### src/rtl/irq_chain_pkg.sv
package irq_chain_pkg;

  // Vector presented by the cell at a given chain position.
  function automatic logic [7:0] cell_vector(input logic [7:0] base, input int idx);
    return base + 8'(idx);
  endfunction

endpackage

### src/rtl/irq_chain_cell.sv
module irq_chain_cell #(
  parameter int VEC_W = 8,
  parameter logic [VEC_W-1:0] VEC_ID = '0
) (
  input  logic             clk,
  input  logic             rst,
  input  logic             req_i,
  input  logic             pi_i,
  output logic             po_o,
  output logic             win_o,
  output logic             pend_nxt_o,
  output logic             grant_o,
  output logic [VEC_W-1:0] vec_drive_o
);
  logic pend_q;
  logic grant_q;

  // The acknowledge is kept here when pending, otherwise handed down the chain.
  assign win_o       = pi_i & pend_q;
  assign po_o        = pi_i & ~pend_q;
  // A new request wins over the clear that comes with a grant.
  assign pend_nxt_o  = req_i | (pend_q & ~win_o);
  assign vec_drive_o = win_o ? VEC_ID : '0;

  always_ff @(posedge clk) begin
    if (rst) begin
      pend_q  <= 1'b0;
      grant_q <= 1'b0;
    end else begin
      pend_q  <= pend_nxt_o;
      grant_q <= win_o;
    end
  end

  assign grant_o = grant_q;
endmodule

### src/rtl/irq_req_line.sv
module irq_req_line #(
  parameter int N_DEV = 4
) (
  input  logic             clk,
  input  logic             rst,
  input  logic [N_DEV-1:0] pend_nxt_i,
  output logic             irq_n_o
);
  logic irq_n_q;

  always_ff @(posedge clk) begin
    if (rst) irq_n_q <= 1'b1;
    else     irq_n_q <= ~(|pend_nxt_i);
  end

  assign irq_n_o = irq_n_q;
endmodule

### src/rtl/irq_vec_bus.sv
module irq_vec_bus #(
  parameter int N_DEV = 4,
  parameter int VEC_W = 8
) (
  input  logic                   clk,
  input  logic                   rst,
  input  logic [N_DEV*VEC_W-1:0] drive_i,
  input  logic [N_DEV-1:0]       win_i,
  input  logic                   chain_end_i,
  output logic [VEC_W-1:0]       vec_o,
  output logic                   vec_valid_o,
  output logic                   unclaimed_o
);
  logic [VEC_W-1:0] bus_or;
  logic [VEC_W-1:0] vec_q;
  logic             valid_q;
  logic             unc_q;

  // Wired-OR bus: at most one cell drives a non-zero value.
  always_comb begin
    bus_or = '0;
    for (int k = 0; k < N_DEV; k++) begin
      bus_or = bus_or | drive_i[k*VEC_W +: VEC_W];
    end
  end

  always_ff @(posedge clk) begin
    if (rst) begin
      vec_q   <= '0;
      valid_q <= 1'b0;
      unc_q   <= 1'b0;
    end else begin
      vec_q   <= bus_or;
      valid_q <= |win_i;
      unc_q   <= chain_end_i;
    end
  end

  assign vec_o       = vec_q;
  assign vec_valid_o = valid_q;
  assign unclaimed_o = unc_q;
endmodule

### src/rtl/irq_daisy_arbiter.sv
module irq_daisy_arbiter
  import irq_chain_pkg::*;
#(
  parameter int         N_DEV    = 4,
  parameter logic [7:0] VEC_BASE = 8'h40
) (
  input  logic             clk,
  input  logic             rst,
  input  logic [N_DEV-1:0] dev_req_i,
  input  logic             ack_i,
  output logic             irq_n_o,
  output logic [N_DEV-1:0] grant_o,
  output logic [7:0]       vec_o,
  output logic             vec_valid_o,
  output logic             unclaimed_o
);
  localparam int VEC_W = 8;

  logic [N_DEV:0]             chain;
  logic [N_DEV-1:0]           win;
  logic [N_DEV-1:0]           pend_nxt;
  logic [N_DEV*VEC_W-1:0]     drive;

  assign chain[0] = ack_i;

  for (genvar g = 0; g < N_DEV; g++) begin : g_cell
    irq_chain_cell #(
      .VEC_W (VEC_W),
      .VEC_ID(cell_vector(VEC_BASE, g))
    ) u_cell (
      .clk        (clk),
      .rst        (rst),
      .req_i      (dev_req_i[g]),
      .pi_i       (chain[g]),
      .po_o       (chain[g+1]),
      .win_o      (win[g]),
      .pend_nxt_o (pend_nxt[g]),
      .grant_o    (grant_o[g]),
      .vec_drive_o(drive[g*VEC_W +: VEC_W])
    );
  end

  irq_req_line #(.N_DEV(N_DEV)) u_line (
    .clk       (clk),
    .rst       (rst),
    .pend_nxt_i(pend_nxt),
    .irq_n_o   (irq_n_o)
  );

  irq_vec_bus #(.N_DEV(N_DEV), .VEC_W(VEC_W)) u_bus (
    .clk        (clk),
    .rst        (rst),
    .drive_i    (drive),
    .win_i      (win),
    .chain_end_i(chain[N_DEV]),
    .vec_o      (vec_o),
    .vec_valid_o(vec_valid_o),
    .unclaimed_o(unclaimed_o)
  );
endmodule

### config.mk
export PLATFORM = sky130hd
export DESIGN_NAME = irq_daisy_arbiter
export DESIGN_NICKNAME = d
export VERILOG_FILES = /design/src/rtl/irq_chain_pkg.sv /design/src/rtl/irq_chain_cell.sv /design/src/rtl/irq_req_line.sv /design/src/rtl/irq_vec_bus.sv /design/src/rtl/irq_daisy_arbiter.sv
export SDC_FILE = /design/constraint.sdc
export NUM_CORES = 1
export LEC_CHECK = 0
export ABC_CLOCK_PERIOD_IN_PS = 2200
export BUFFER_PORTS_ARGS = -buffer_cell sky130_fd_sc_hd__buf_2
export CAP_MARGIN = 10
export CELL_PAD_IN_SITES_DETAIL_PLACEMENT = 0
export CELL_PAD_IN_SITES_GLOBAL_PLACEMENT = 2
export CORE_ASPECT_RATIO = 0.75
export CORE_MARGIN = 8
export CORE_UTILIZATION = 27
export CTS_CLUSTER_DIAMETER = 200
export DETAILED_ROUTE_END_ITERATION = 10
export GPL_TIMING_DRIVEN = 0
export PLACE_DENSITY_LB_ADDON = 0.1
export SLEW_MARGIN = 20
export SYNTH_ARGS = -nofsm -noshare
export SYNTH_HDL_FRONTEND = slang
export SYNTH_SLANG_ARGS = --single-unit
export TNS_END_PERCENT = 100
### constraint.sdc
create_clock -name clk -period 2.2 [get_ports clk]
set_input_delay 0 -clock clk [delete_from_list [all_inputs] [get_ports clk]]
set_output_delay 0 -clock clk [all_outputs]
set_load 0.005 [all_outputs]
==> metrics <==
chip width 67.2 um; core area a little under 2000 um^2; # IOs 22; RSZ-0062 raised after global routing no; initial core utilization 27.6%; post-route clock skew about 6.5 ps; # DRC 0; Final Hold Viols 0; EDFF count, synth 0; CP max FO 5; Yosys top cell area share ~53%; CP Class reg -> reg; switching component of the power around 120 uW; crit path time final roughly 1300 ps; Synth Flop Type dfxtp_1; PwrDens just over 700 nW/um^2; Detailed Place HPWL slightly above 800 um; Bufs on Longest Clock Path 2; slowest cell on the critical path or4b_1; # setup viols final 0; largest net degree at the start of global routing 11; post-route cell area slightly above 700 um^2; area grow syn2layout 35.1%; ant diodes 0; sequential area share after synthesis between 50% and 60%; clock latency on the worst-skew pair roughly 280 ps; PortBufs 15; vias per inst roughly 3.9; # rows 14; H-tree level count 1; cell chain of the critical path or4b_1 -> a21oi_2 -> a41o_1; post-route ant nets 0; routed via count 420; initial antenna violation count 0; synthesized flop and latch total 14; Synth area leaders dfxtp_1 53%, buf_4 13%, nor2_1 7.1%; Filler Cells Inserted around 220; highest-count cells in the layout ignoring fill and taps 15 x buf_2, 14 x dfxtp_1, 10 x nor2_1; Sequential cell area 280 um^2; Tcrit/Tclk final 59.2%; Sw Share around 23%; internal power ~400 uW; Inserted Clock Buffers 3; placed instance area approximately 650 um^2; Max Clk Rate 768 MHz; CP Capture Type flip-flop; DRT Wirelength between 1000 and 1500 um; die span in y about 54 um; Hold Slack about 13 ps; Yosys Warn Count 0; root buf cell clkbuf_4; grt ovf 0; required time worst endpoint between 2000 and 2500 ps; Total Neg Setup Slack 0 ps; TritonRoute pass-1 iters 3; Top delay family on crit path simple AND/OR/NAND/NOR gates; share of layout cells above drive strength 1 between 30% and 40%; sequential power share 53.0%; Hold Path Class in -> reg; Gate power share 11.8%; nature of the critical path startpoint flip-flop; RePlAce Congestion about 0.73; number of global-route vias before repair between 400 and 500; Leak 0.000362 uW; fin util ~37%; mean post-synth cell area approximately 9.3 um^2; global-route wire length before repair approximately 1700 um; Cells after Synth 57; initial DRC count 2; Max Transition Viols Final 0; VDD IR max 0.302 mV; CTS tree built; multi-input logic area about 180 um^2; CTS resizes 0; Clock Sinks 14; outcome complete, no violations; fin nets 91; DR WL/cell ~10 um; CP max stage delay 540 ps; largest area contributor in the netlist dfxtp_1; number of distinct library cells after synthesis 20; MaxCap Viol Count 0; Critical Path AT 1530 ps; gr usage total 6.38%; mapped cell area roughly 530 um^2; asr flop ratio synth 0%; commonest non-fill, non-tap cell in the layout buf_2; power share of the clock group between 30% and 40%; clk slew on worst S/H paths around 80 ps; CP bufs+invs 0; Die ar. 3660 um^2
-- cells in the mapped netlist (all sizes together), types with 2 or more instances --
library cell	n
dfxtp	14
nor2	10
buf	9
inv	5
a21oi	3
nor3	3
a311oi	2
-- state kept, by name, summed over array words and instances, names as in the netlist --
name                   count
u_bus.unclaimed_o          1
g_cell.u_cell.grant_o      4
g_cell.u_cell.pend_q       4
u_bus.vec_valid_o          1
u_bus.vec_o                3
u_line.irq_n_o             1
-- area by class of cell --
| type | instances | area share [%] |
|---|---|---|
| Clock buffer | 4 | 5.05 |
| Multi-Input combinational cell | 32 | 24.6 |
| Inverter | 5 | 2.61 |
| Timing Repair Buffer | 18 | 14.6 |
| Tap cell | 24 | 4.18 |
| Buffer | 10 | 9.93 |
| Sequential cell | 14 | 39.0 |
-- power by group through the flow --
stage	Clock (uW)	Combinational (uW)	Sequential, uW
4_1_cts	192	61.8	274
5_1_grt	202	69.2	276
6_report	182	60.7	274
2_1_floorplan	0	37.2	280
3_5_place_dp	0	57.5	280
3_3_place_gp	0	57.5	280
-- final timing paths --
kind	startpoint	endpoint	slack [ps]	depth (start not counted)
worst max-delay path	g_cell[0].u_cell.pend_q	u_line.irq_n_o	900	3
worst max register to register	g_cell[0].u_cell.pend_q	u_line.irq_n_o	900	3
worst min-delay path	ack_i	u_bus.vec_o[6]	10	3
worst min register to register	g_cell[3].u_cell.pend_q	u_bus.unclaimed_o	500	1
-- stage by stage --
stage	total power [uW]	instances	setup WS (ps)
floorplan	317	61	989
global placement	338	100	920
detailed placement	338	100	920
CTS	528	107	892
global route	547	107	811
finish	516	107	898
-- worst reg2reg max path: stages, from the launching register on --
cell and delay [ps]:
dfxtp_1 350, or4b_1 540, a21oi_2 190, a41o_1 170
-- what timing repair did --
| action | 4_1_cts | 5_1_grt |
|---|---|---|
| hold endpoints to repair | 3 | 0 |
| endpoints found under the setup margin | 0 | 0 |
| buffers inserted | 0 | 0 |
| hold buffers | 3 | 0 |
-- per-layer routing --
metal	track usage, %	vias to the layer above	part of all wire (%)
met5	0	-	0
met3	5.93	2	13
met2	10.3	16	43
met1	5.74	175	43
met4	2.08	0	1.1
li1	-	227	-
-- kinds of logic after synthesis --
group                      count (synthesis)  share of synthesized area [%]
buffers and inverters                     15                           16.9
other                                      1                          0.705
adders and majority gates                  1                           1.88
AOI/OAI and AO/OA                          8                           11.8
and+or+nand+nor                           18                           16.0
DFF                                       14                           52.7
(Power assumes the default switching activity.)
